--- config.mk ---
export PLATFORM = sky130hd
export DESIGN_NAME = bus_buffer_ctl
export DESIGN_NICKNAME = d
export VERILOG_FILES = /design/src/rtl/bus_buffer_pkg.sv /design/src/rtl/bus_buffer_seq.sv /design/src/rtl/bus_buffer_map.sv /design/src/rtl/bus_buffer_ctl.sv
export SDC_FILE = /design/constraint.sdc
export NUM_CORES = 1
export LEC_CHECK = 0
export BUFFER_PORTS_ARGS = -buffer_cell sky130_fd_sc_hd__buf_2
export CAP_MARGIN = 20
export CORE_AREA = 2 2 39 41
export CTS_BUF_LIST = sky130_fd_sc_hd__clkbuf_16
export CTS_CLUSTER_DIAMETER = 40
export DETAILED_ROUTE_END_ITERATION = 6
export DIE_AREA = 0 0 41 43
export HOLD_SLACK_MARGIN = 0.03
export PLACE_DENSITY = 0.5
export SLEW_MARGIN = 15
export SYNTH_ARGS = -nofsm -noshare
export SYNTH_HDL_FRONTEND = slang
export SYNTH_SLANG_ARGS = --single-unit
--- constraint.sdc ---
create_clock -name clk -period 1 [get_ports clk]
set_clock_uncertainty 0.15 [all_clocks]
set_input_delay 0.1 -clock clk [delete_from_list [all_inputs] [get_ports clk]]
set_output_delay 0.1 -clock clk [all_outputs]
set_load 0.1 [all_outputs]
--- src/rtl/bus_buffer_pkg.sv ---
package bus_buffer_pkg;
  localparam int BANKS = 2;
  localparam int MODE_W = 2;
  localparam int PINS = 4;

  // mode encodings
  localparam logic [MODE_W-1:0] M_TX_PER_BANK = 2'b00;
  localparam logic [MODE_W-1:0] M_CE_PER_BANK = 2'b01;
  localparam logic [MODE_W-1:0] M_TX_SHARED   = 2'b10;
  localparam logic [MODE_W-1:0] M_CE_SHARED   = 2'b11;

  // registered strobes, active high internally
  typedef struct packed {
    logic [BANKS-1:0] dTx;
    logic [BANKS-1:0] dCe;
    logic [BANKS-1:0] iTx;
    logic [BANKS-1:0] latch;
    logic             nextB;
  } strobe_t;
endpackage

--- src/rtl/bus_buffer_seq.sv ---
module bus_buffer_seq
  import bus_buffer_pkg::*;
(
  input  logic    clk,
  input  logic    rstN,
  input  logic    xferOn,
  input  logic    xferRead,
  input  logic    xferInstr,
  input  logic    activeBank,
  input  logic    nextBank,
  output strobe_t stb
);
  logic [BANKS-1:0] dTxNxt, dCeNxt, iTxNxt, latchNxt;

  for (genvar b = 0; b < BANKS; b++) begin : g_bank
    logic hit;
    assign hit         = xferOn && (activeBank == 1'(b));
    assign dTxNxt[b]   = hit && !xferInstr && xferRead;
    assign dCeNxt[b]   = hit && !xferInstr;
    assign iTxNxt[b]   = hit && xferInstr && xferRead;
    assign latchNxt[b] = hit && !xferInstr && !xferRead;
  end

  always_ff @(posedge clk or negedge rstN) begin
    if (!rstN) begin
      stb <= '0;
    end else begin
      stb.dTx   <= dTxNxt;
      stb.dCe   <= dCeNxt;
      stb.iTx   <= iTxNxt;
      stb.latch <= latchNxt;
      stb.nextB <= nextBank;
    end
  end
endmodule

--- src/rtl/bus_buffer_map.sv ---
module bus_buffer_map
  import bus_buffer_pkg::*;
(
  input  logic [MODE_W-1:0] mode,
  input  strobe_t           stb,
  output logic [PINS-1:0]   ctlPin,
  output logic [BANKS-1:0]  wrLatchN
);
  logic anyDTx, anyDCe, anyITx;

  assign anyDTx = |stb.dTx;
  assign anyDCe = |stb.dCe;
  assign anyITx = |stb.iTx;

  always_comb begin
    unique case (mode)
      M_TX_PER_BANK: ctlPin = ~{stb.iTx[1], stb.iTx[0], stb.dTx[1], stb.dTx[0]};
      M_CE_PER_BANK: ctlPin = ~{stb.iTx[1], stb.iTx[0], stb.dCe[1], stb.dCe[0]};
      M_TX_SHARED:   ctlPin = {~anyITx, ~anyITx, stb.nextB, ~anyDTx};
      default:       ctlPin = {~anyITx, ~anyITx, stb.nextB, ~anyDCe};
    endcase
  end

  assign wrLatchN = ~stb.latch;
endmodule

--- src/rtl/bus_buffer_ctl.sv ---
module bus_buffer_ctl
  import bus_buffer_pkg::*;
(
  input  logic              clk,
  input  logic              rstN,
  input  logic [MODE_W-1:0] mode,
  input  logic              xferOn,
  input  logic              xferRead,
  input  logic              xferInstr,
  input  logic              activeBank,
  input  logic              nextBank,
  output logic [PINS-1:0]   ctlPin,
  output logic [BANKS-1:0]  wrLatchN
);
  strobe_t stb;

  bus_buffer_seq u_seq (
    .clk(clk), .rstN(rstN), .xferOn(xferOn), .xferRead(xferRead),
    .xferInstr(xferInstr), .activeBank(activeBank), .nextBank(nextBank),
    .stb(stb)
  );

  bus_buffer_map u_map (
    .mode(mode), .stb(stb), .ctlPin(ctlPin), .wrLatchN(wrLatchN)
  );
endmodule

# Word level (Yosys, flattened, before mapping)
# Cells that the tools add are included.
# op_classes
eq_ne	2
muxes	1
bitwise	7
n_reduce_logical	18
# op_table
cell	count
$logic_and 1x1->1	12
$pmux 4 s3	1
$not 4->4	2
$reduce_or 2->1	3
$not 1->1	4
$eq 2x1->1 const B	1
$eq 2x2->1 const B	1
$logic_not 1->1	2
$logic_not 2->1	1
$not 2->2	1
# word_totals
ff_bits	9
in_bits	9
output_inout_bits	6
elab_cells	33

# Logic depth before layout (Yosys ltp)
# Gate-level depths: netlist of the first run.
# logic_depth
word_depth	4
ltp_mapped	2
mapped_depth_nobuf	2

# By module
# A second synthesis of the first run with hierarchy kept.
# hier_totals
cells_unflattened	27
hier_area_um2	380.4
# by_module_without_submodules
module	instances	cells_per_inst	area_each_um2	seq_area_each_um2
bus_buffer_seq	1	17	314.1	225.2
bus_buffer_map	1	10	66.3	0.0

# Worst setup path after synthesis of the first run
# Ideal clock, no wire load.
# synth_timing
kind	flip-flop to output port
start	register, netlist name u_seq.stb[8]
end	output port ctlPin[1]
t_arrival_ns	2.724
required_time_ns	0.750
setup_slack_ns	-1.974
stages_incl_launch_ff	3
cell_sequence	dfrtp_1 -> mux2_4 -> o21ai_0
# synth_between
elab_chain_cells	2
# synth_lines
element	line	rtl
$not 4->4	bus_buffer_map.sv:17	M_TX_PER_BANK: ctlPin = ~{stb.iTx[1], stb.iTx[0], stb.dTx[1], stb.dTx[0]};
$pmux 4 s3	bus_buffer_map.sv:16	unique case (mode)
end: declaration	bus_buffer_ctl.sv:12	output logic [PINS-1:0] ctlPin,
# No other way between the ends.

# Worst setup path after layout of the first run
# layout_timing
start	register, netlist name u_seq.stb[8]
end	output port ctlPin[0]
# layout_between
elab_chain_cells	3
# layout_lines
element	line	rtl
$reduce_or 2->1	bus_buffer_map.sv:11	assign anyDTx = |stb.dTx;
$not 1->1	bus_buffer_map.sv:19	M_TX_SHARED: ctlPin = {~anyITx, ~anyITx, stb.nextB, ~anyDTx};
$pmux 4 s3	bus_buffer_map.sv:16	
# No other way between the ends.

==> results of run 1 <==
-- synthesized netlist by cell type, drive strengths merged --
| master | n |
|---|---|
| inv | 3 |
| and4 | 1 |
| a221oi | 1 |
| a21oi | 2 |
| and2b | 1 |
| mux2 | 1 |
| o21ai | 1 |
| nand2b | 2 |
| nand2 | 2 |
| nor3 | 3 |
| dfrtp | 9 |
| nor2 | 3 |
| nor3b | 1 |
-- final cells by class --
class,count,area share (%)
Clock buffer,3,10.1
Multi-Input combinational cell,18,22.7
Timing Repair Buffer,21,31.2
Tap cell,16,2.68
Inverter,3,2.52
Sequential cell,9,30.4
Clock inverter,1,0.503
-- per-layer routing --
layer	share of wire, %	GRT usage [%]
met5	0	0
met4	0	10.0
met3	5.1	3.14
met2	62	18.4
met1	33	9.76
-- worst max path at each step --
stage | from | to | slack, ns
floorplan | u_seq.stb[8]$_DFF_PN0_ | ctlPin[0] | -0.75
global placement | u_seq.stb[8]$_DFF_PN0_ | ctlPin[0] | -0.37
detailed placement | u_seq.stb[8]$_DFF_PN0_ | ctlPin[0] | -0.40
CTS | u_seq.stb[8]$_DFF_PN0_ | ctlPin[0] | -0.62
global route | u_seq.stb[8]$_DFF_PN0_ | ctlPin[0] | -0.64
finish | u_seq.stb[8]$_DFF_PN0_ | ctlPin[0] | -0.61
-- stage by stage --
stage	instances	setup WS [ns]	total power [mW]	utilization (%)
final	71	-0.607	1.30	53.9
after global routing	71	-0.644	1.34	53.9
after global placement	60	-0.370	0.595	41.8
after detailed placement	60	-0.397	0.596	41.8
after floorplan	30	-0.750	0.505	-
after CTS	71	-0.618	1.30	52.5
-- power breakdown --
part | total (mW) | internal, mW | switching, mW
Clock | 0.685 | 0.521 | 0.164
Combinational | 0.231 | 0.0925 | 0.138
Sequential | 0.385 | 0.378 | 0.00772
-- what timing repair did --
item	in CTS	in global routing
gates resized for setup	0	5
cloned	0	0
endpoints found under the setup margin	6	10
pin swaps	1	1
hold endpoints to repair	17	3
-- kinds of logic after synthesis --
kind of cell | count (synthesis) | synth area share (%)
simple gates | 13 | 20.2
buf+inv | 3 | 3.19
compound gates | 4 | 8.51
mux | 1 | 4.25
flops | 9 | 63.8
-- worst max-delay path, cell delays in order (launching register included) --
cell and delay [ns]:
dfrtp_1 0.35, mux2_4 0.29, a221oi_4 0.27, buf_12 0.21
==> impl_metrics.py, run 1 <==
metrics = {
    "run_status": {
        "status": "finished with violations",
        "violations": "negative hold slack, negative setup slack",
    },
    "sta": {
        "setup_tns_ns": -1.84,
        "final_hold_viol_count": 3,
        "holdWs_ns": -0.0258,
        "max_freq_ghz": 0.622,
        "period_needed_ns": 1.61,
        "fin_ws_ns": -0.607,
        "rsz0062_at_grt": "true",
        "fin_crit_sh_pct": 161,
        "drv_slew": 0,
        "tightest_slew_ns": 0.198,
        "maxSlewHeadroom_pct": 86.8,
        "setup_viol_count_final": 6,
    },
    "floorplan": {
        "die_w_um": 41,
        "die-height_um": 43,
        "pin_count": 15,
        "fp-row-count": 14,
        "initial_core_util_pct": 25.5,
        "die_area_um2": 1760,
        "core_um2": 1380,
    },
    "worst_setup_path": {
        "critPathRequiredTime_ns": 0.75,
        "criticalPathCategory": "flop to output pin",
        "path_max_fanout": 2,
        "critPathArrivalTime_ns": 1.36,
        "startpoint_type": "flop",
        "end_kind": "output pin",
    },
    "placed_design": {
        "postPlaceCellArea_um2": 578,
        "dp_hpwl_um": 504,
        "io_buffers": 14,
        "gp_congestion": 0.674,
    },
    "synth": {
        "syn_area_per_cell_um2": 11.8,
        "synth.top_cell.area_share_pct": 63.8,
        "synth_area_um2": 353,
        "synth-seq-cells": 9,
        "synthTopCellsByArea": "dfrtp_1 (64%), nor3_1 (4.3%), a221oi_2 (4.3%)",
        "ys_seq_area_share_pct": 63.8,
        "synth_cell_types": 13,
        "synth_top_area_cell": "dfrtp_1",
        "syn-instance-count": 30,
        "yosysWarnings": 0,
        "synth_nets": 39,
    },
    "layout": {
        "final_cell_mix": "buf_2 (8), dfrtp_1 (8), dlygate4sd3_1 (6), buf_12 (6)",
        "ff_latch_area_um2": 226,
        "reg_top3": "u_seq.stb x9",
        "nets": 65,
        "drive_above_1_share_pct": 52.7,
        "antennaDiodeCount": 0,
        "largest_reg_flops": 9,
        "multiInputGateArea_um2": 169,
        "nFillCells": 124,
        "top_register": "u_seq.stb",
        "syn2layout_area_growth_pct": 111,
        "fin_area_um2": 746,
    },
    "clocking": {
        "clkTransAtPathRegs_ns": 0.04,
        "clk_path_buf_depth": 2,
        "cts_tree": "done",
        "cts_buffers": 3,
        "htreeDepth": 1,
        "hold_buffers": 7,
        "post_cts_buffers": 0,
        "cts_num_sinks": 9,
        "root_buffer": "clkbuf_16",
    },
    "drt": {
        "routed_wl_um": 785,
        "drt-initial-drc-count": 0,
        "drc": 0,
        "routedWlPerCell_um": 11.1,
        "detail-route-antenna-nets": 0,
        "vias": 310,
        "vias_per_cell": 4.37,
        "firstDrtPassIters": 1,
    },
    "worst_hold_path": {
        "hold_end": "u_seq.stb[1]$_DFF_PN0_",
        "hp-class": "primary input to flop",
        "hold_start": "activeBank",
        "whs_path_depth": 2,
    },
    "power_and_ir_drop": {
        "p_leak_nw": 0.351,
        "peakVddDrop_mv": 1.01,
        "pwr_density_cell_nw_per_um2": 1750,
    },
    "run": {
        "max_cap_viol_count": 0,
    },
    "global_routing": {
        "grt_pass1_vias": 310,
        "grt_use_total_pct": 11.1,
        "grt_overflow": 0,
        "antenna_found_initial": 0,
        "grt_max_degree": 10,
        "grt_pass1_wl_um": 1200,
    },
}
(Power assumes the default switching activity.)
==> inputs of run 2 (changes only) <==
--- a/config.mk
+++ b/config.mk
@@ -13,7 +13,7 @@
 export DETAILED_ROUTE_END_ITERATION = 6
 export DIE_AREA = 0 0 41 43
 export HOLD_SLACK_MARGIN = 0.03
-export PLACE_DENSITY = 0.5
+export PLACE_DENSITY = 0.63
 export SLEW_MARGIN = 15
 export SYNTH_ARGS = -nofsm -noshare
 export SYNTH_HDL_FRONTEND = slang
==> impl_metrics.py, run 2 (synthesized netlist as in run 1, its figures left out) <==
metrics = {
    "run_status": {
        "status": "finished with violations",
        "violations": "negative hold slack, negative setup slack",
    },
    "global_routing": {
        "grt_pass1_vias": 327,
        "grt_max_degree": 10,
        "antenna_found_initial": 0,
        "grt_pass1_wl_um": 1240,
        "grt_use_total_pct": 10.9,
        "grt_overflow": 0,
    },
    "clocking": {
        "cts_num_sinks": 9,
        "cts_buffers": 3,
        "root_buffer": "clkbuf_16",
        "cts_tree": "done",
        "post_cts_buffers": 0,
        "htreeDepth": 1,
        "clk_path_buf_depth": 2,
        "clkTransAtPathRegs_ns": 0.04,
        "hold_buffers": 6,
    },
    "power_and_ir_drop": {
        "p_leak_nw": 0.352,
        "pwr_density_cell_nw_per_um2": 1780,
        "peakVddDrop_mv": 1.02,
        "total_power_mw": 1.29,
    },
    "sta": {
        "drv_slew": 0,
        "tightest_slew_ns": 0.190,
        "rsz0062_at_grt": "true",
        "setup_tns_ns": -1.83,
        "period_needed_ns": 1.61,
        "setup_viol_count_final": 6,
        "fin_ws_ns": -0.612,
        "max_freq_ghz": 0.620,
        "fin_crit_sh_pct": 161,
        "holdWs_ns": -0.0511,
        "maxSlewHeadroom_pct": 87.2,
        "final_hold_viol_count": 3,
    },
    "layout": {
        "final_common_cell": "dfrtp_1",
        "drive_above_1_share_pct": 52.8,
        "largest_reg_flops": 9,
        "reg_top3": "u_seq.stb x9",
        "multiInputGateArea_um2": 166,
        "top_register": "u_seq.stb",
        "nFillCells": 120,
        "ff_latch_area_um2": 225,
        "nets": 63,
        "final_cell_mix": "dfrtp_1 (9), buf_2 (8), buf_12 (6)",
        "fin_area_um2": 724,
        "fin_util_pct": 52.4,
        "antennaDiodeCount": 0,
        "syn2layout_area_growth_pct": 105,
        "final_cells": 69,
    },
    "drt": {
        "routed_wl_um": 725,
        "vias": 302,
        "drt-initial-drc-count": 0,
        "vias_per_cell": 4.38,
        "detail-route-antenna-nets": 0,
        "routedWlPerCell_um": 10.5,
        "drc": 0,
        "firstDrtPassIters": 1,
    },
    "floorplan": {
        "die_w_um": 41,
        "fp-row-count": 14,
        "core_um2": 1380,
        "die_area_um2": 1760,
        "initial_core_util_pct": 25.5,
        "die-height_um": 43,
        "pin_count": 15,
    },
    "placed_design": {
        "dp_hpwl_um": 532,
        "postPlaceCellArea_um2": 578,
        "dpl.cell_count": 60,
        "gp_congestion": 0.629,
        "io_buffers": 14,
        "pre_cts_ws_ns": -0.396,
    },
    "worst_setup_path": {
        "startpoint_type": "flop",
        "worst-path-buf-inv": 1,
        "worst-path-stages": 3,
        "cp_top_family": "flip-flops",
        "crit_path_top_delay_cell": "dfrtp_1",
        "critPathMaxStageDelay_ns": 0.36,
        "critPathRequiredTime_ns": 0.75,
        "cp_cell_sequence": "mux2_4 -> a221oi_4 -> buf_12",
        "end_kind": "output pin",
        "criticalPathCategory": "flop to output pin",
        "path_max_fanout": 2,
        "critPathArrivalTime_ns": 1.36,
    },
    "run": {
        "max_cap_viol_count": 0,
    },
    "worst_hold_path": {
        "hp-class": "primary input to flop",
        "hold_start": "xferInstr",
        "hold_end": "u_seq.stb[5]$_DFF_PN0_",
        "whs_path_depth": 2,
    },
}
run 2: cell count changes in the layout (fill, tap and decap cells not counted), sizes merged:
cell,change
dlygate4sd3,-3
dlymetal6s4s,+1
run 2: what timing repair did:
action	in CTS	in global routing
endpoints found under the setup margin	6	13
pin swaps	1	1
resized for setup	0	5
endpoints found under the hold margin	16	4
cloned	0	0
run 2: report_power, final:
part           switching [mW]  total, mW  internal, mW  leakage [nW]
registers             0.00754      0.385         0.377         0.121
logic                   0.137      0.226        0.0894         0.189
clock network           0.158      0.679         0.521        0.0423
total                   0.302       1.29         0.988         0.352
run 2: layout make-up:
class	count	share of cell area, %
Sequential cell	9	31.1
Timing Repair Buffer	19	29.7
Multi-Input combinational cell	18	23.0
Clock buffer	3	10.4
Tap cell	16	2.76
Inverter	3	2.59
Clock inverter	1	0.518
run 2: metal layers:
metal | track usage, % | vias up | share of wire (%)
met5 | 0 | - | 0
met4 | 8.00 | 0 | 3.0
met3 | 3.14 | 2 | 7.3
met2 | 17.8 | 12 | 54
met1 | 10.8 | 142 | 35
li1 | - | 146 | -
run 2: worst max-delay path by stage:
stage	startpoint	slack (ns)	to
2_1_floorplan	u_seq.stb[8]$_DFF_PN0_	-0.75	ctlPin[0]
3_3_place_gp	u_seq.stb[8]$_DFF_PN0_	-0.37	ctlPin[0]
3_5_place_dp	u_seq.stb[8]$_DFF_PN0_	-0.40	ctlPin[0]
4_1_cts	u_seq.stb[8]$_DFF_PN0_	-0.63	ctlPin[0]
5_1_grt	u_seq.stb[8]$_DFF_PN0_	-0.65	ctlPin[0]
6_report	u_seq.stb[8]$_DFF_PN0_	-0.61	ctlPin[0]
==> inputs of run 3 (changes only) <==
--- a/config.mk
+++ b/config.mk
@@ -7,13 +7,14 @@
 export LEC_CHECK = 0
 export BUFFER_PORTS_ARGS = -buffer_cell sky130_fd_sc_hd__buf_2
 export CAP_MARGIN = 20
-export CORE_AREA = 2 2 39 41
+export CORE_AREA = 3 3 40 42
 export CTS_BUF_LIST = sky130_fd_sc_hd__clkbuf_16
 export CTS_CLUSTER_DIAMETER = 40
 export DETAILED_ROUTE_END_ITERATION = 6
-export DIE_AREA = 0 0 41 43
+export DIE_AREA = 0 0 43 45
 export HOLD_SLACK_MARGIN = 0.03
 export PLACE_DENSITY = 0.63
+export RECOVER_POWER = 25
 export SLEW_MARGIN = 15
 export SYNTH_ARGS = -nofsm -noshare
 export SYNTH_HDL_FRONTEND = slang
==> impl_metrics.py, run 3 (synthesized netlist as in run 1, its figures left out) <==
metrics = {
    "layout": {
        "nFillCells": 108,
        "largest_reg_flops": 9,
        "nets": 69,
        "antennaDiodeCount": 0,
        "final_cells": 74,
        "reg_top3": "u_seq.stb x9",
        "syn2layout_area_growth_pct": 123,
        "drive_above_1_share_pct": 47.5,
        "fin_util_pct": 61.2,
        "final_cell_mix": "dfrtp_1 (9), buf_2 (7), buf_12 (6), dlygate4sd3_1 (5), dlymetal6s4s_1 (5)",
        "top_register": "u_seq.stb",
        "final_common_cell": "dfrtp_1",
    },
    "worst_hold_path": {
        "hold_start": "xferRead",
        "hold_end": "u_seq.stb[8]$_DFF_PN0_",
        "whs_path_depth": 3,
        "hp-class": "primary input to flop",
    },
    "clocking": {
        "cts_buffers": 3,
        "root_buffer": "clkbuf_16",
        "cts_num_sinks": 9,
        "hold_buffers": 11,
        "clkTransAtPathRegs_ns": 0.04,
        "htreeDepth": 1,
        "clk_path_buf_depth": 2,
        "cts_tree": "done",
    },
    "sta": {
        "fin_crit_sh_pct": 160,
        "final_hold_viol_count": 0,
        "rsz0062_at_grt": "true",
        "period_needed_ns": 1.60,
        "fin_ws_ns": -0.599,
        "max_freq_ghz": 0.625,
        "tightest_slew_ns": 0.447,
        "setup_viol_count_final": 6,
        "drv_slew": 0,
        "holdWs_ns": 0.00357,
        "setup_tns_ns": -1.80,
        "maxSlewHeadroom_pct": 70.2,
    },
    "drt": {
        "drt-initial-drc-count": 1,
        "firstDrtPassIters": 2,
        "vias_per_cell": 4.43,
        "vias": 328,
        "routed_wl_um": 780,
        "detail-route-antenna-nets": 0,
        "routedWlPerCell_um": 10.5,
        "drc": 0,
    },
    "floorplan": {
        "die_area_um2": 1940,
        "pin_count": 15,
        "initial_core_util_pct": 27.5,
        "die-height_um": 45,
        "die_w_um": 43,
        "fp-row-count": 13,
        "core_um2": 1280,
    },
    "global_routing": {
        "grt_pass1_wl_um": 1250,
        "grt_max_degree": 10,
        "grt_overflow": 0,
        "grt_use_total_pct": 8.95,
        "grt_pass1_vias": 336,
        "antenna_found_initial": 0,
    },
    "worst_setup_path": {
        "critPathArrivalTime_ns": 1.35,
        "criticalPathCategory": "flop to output pin",
        "end_kind": "output pin",
        "startpoint_type": "flop",
        "critPathRequiredTime_ns": 0.75,
        "path_max_fanout": 2,
    },
    "placed_design": {
        "dp_hpwl_um": 496,
        "io_buffers": 14,
        "dpl.cell_count": 60,
        "gp_congestion": 0.686,
    },
    "power_and_ir_drop": {
        "p_leak_nw": 0.404,
        "total_power_mw": 1.31,
        "peakVddDrop_mv": 1.02,
        "pwr_density_cell_nw_per_um2": 1660,
    },
    "run": {
        "max_cap_viol_count": 0,
    },
    "run_status": {
        "status": "finished with violations",
        "violations": "negative setup slack",
    },
}
==> run 3: cell count changes in the layout (fill, tap and decap cells not counted), sizes merged <==
cell          delta
dlymetal6s4s     +3
dlygate4sd3      +2
clkbuf           +1
==> run 3: per-layer routing <==
| layer | wire length, um | GRT usage, % |
|---|---|---|
| met2 | 454 | 17.1 |
| met3 | 45 | 2.79 |
| met1 | 281 | 8.27 |
| met4 | 0 | 5.42 |
| met5 | 0 | 0 |
==> run 3: worst max-delay path by stage <==
stage	startpoint	end	slack, ns	depth (start not counted)
3_5_place_dp	u_seq.stb[8]$_DFF_PN0_	ctlPin[0]	-0.39	3
5_1_grt	u_seq.stb[8]$_DFF_PN0_	ctlPin[0]	-0.63	3
3_3_place_gp	u_seq.stb[8]$_DFF_PN0_	ctlPin[0]	-0.37	3
4_1_cts	u_seq.stb[8]$_DFF_PN0_	ctlPin[0]	-0.61	3
6_report	u_seq.stb[8]$_DFF_PN0_	ctlPin[0]	-0.60	3
2_1_floorplan	u_seq.stb[8]$_DFF_PN0_	ctlPin[0]	-0.75	2
==> run 3: stage by stage <==
stage	worst slack, ns	area [um^2]
floorplan	-0.750	398
CTS	-0.611	773
detailed placement	-0.390	584
global placement	-0.370	584
finish	-0.599	787
global route	-0.634	787
==> run 3: power by group <==
group	total [mW]	internal, mW	switching, mW
sequential	0.385	0.377	0.00751
clock	0.676	0.521	0.156
combinational	0.245	0.105	0.140
==> run 3: repair_timing <==
| action | in CTS | in global routing |
|---|---|---|
| pin swaps | 1 | 0 |
| setup endpoints to repair | 6 | 14 |
| endpoints found under the hold margin | 18 | 3 |
| buffers inserted | 0 | 0 |
| gates resized for setup | 0 | 8 |
==> run 3: cell type report <==
cell class | count | area, um^2 | share of cell area (%)
Multi-Input combinational cell | 18 | 166 | 21.1
Timing Repair Buffer | 25 | 279 | 35.5
Clock buffer | 3 | 75.1 | 9.54
Tap cell | 15 | 18.8 | 2.38
Inverter | 3 | 18.8 | 2.38
Clock inverter | 1 | 3.75 | 0.477
Sequential cell | 9 | 225 | 28.6
==> run 3: worst max-delay path, cell delays in order, from the launching register on <==
cell      delay (ns)
dfrtp_1         0.35
mux2_4          0.29
a221oi_4        0.27
buf_12          0.21
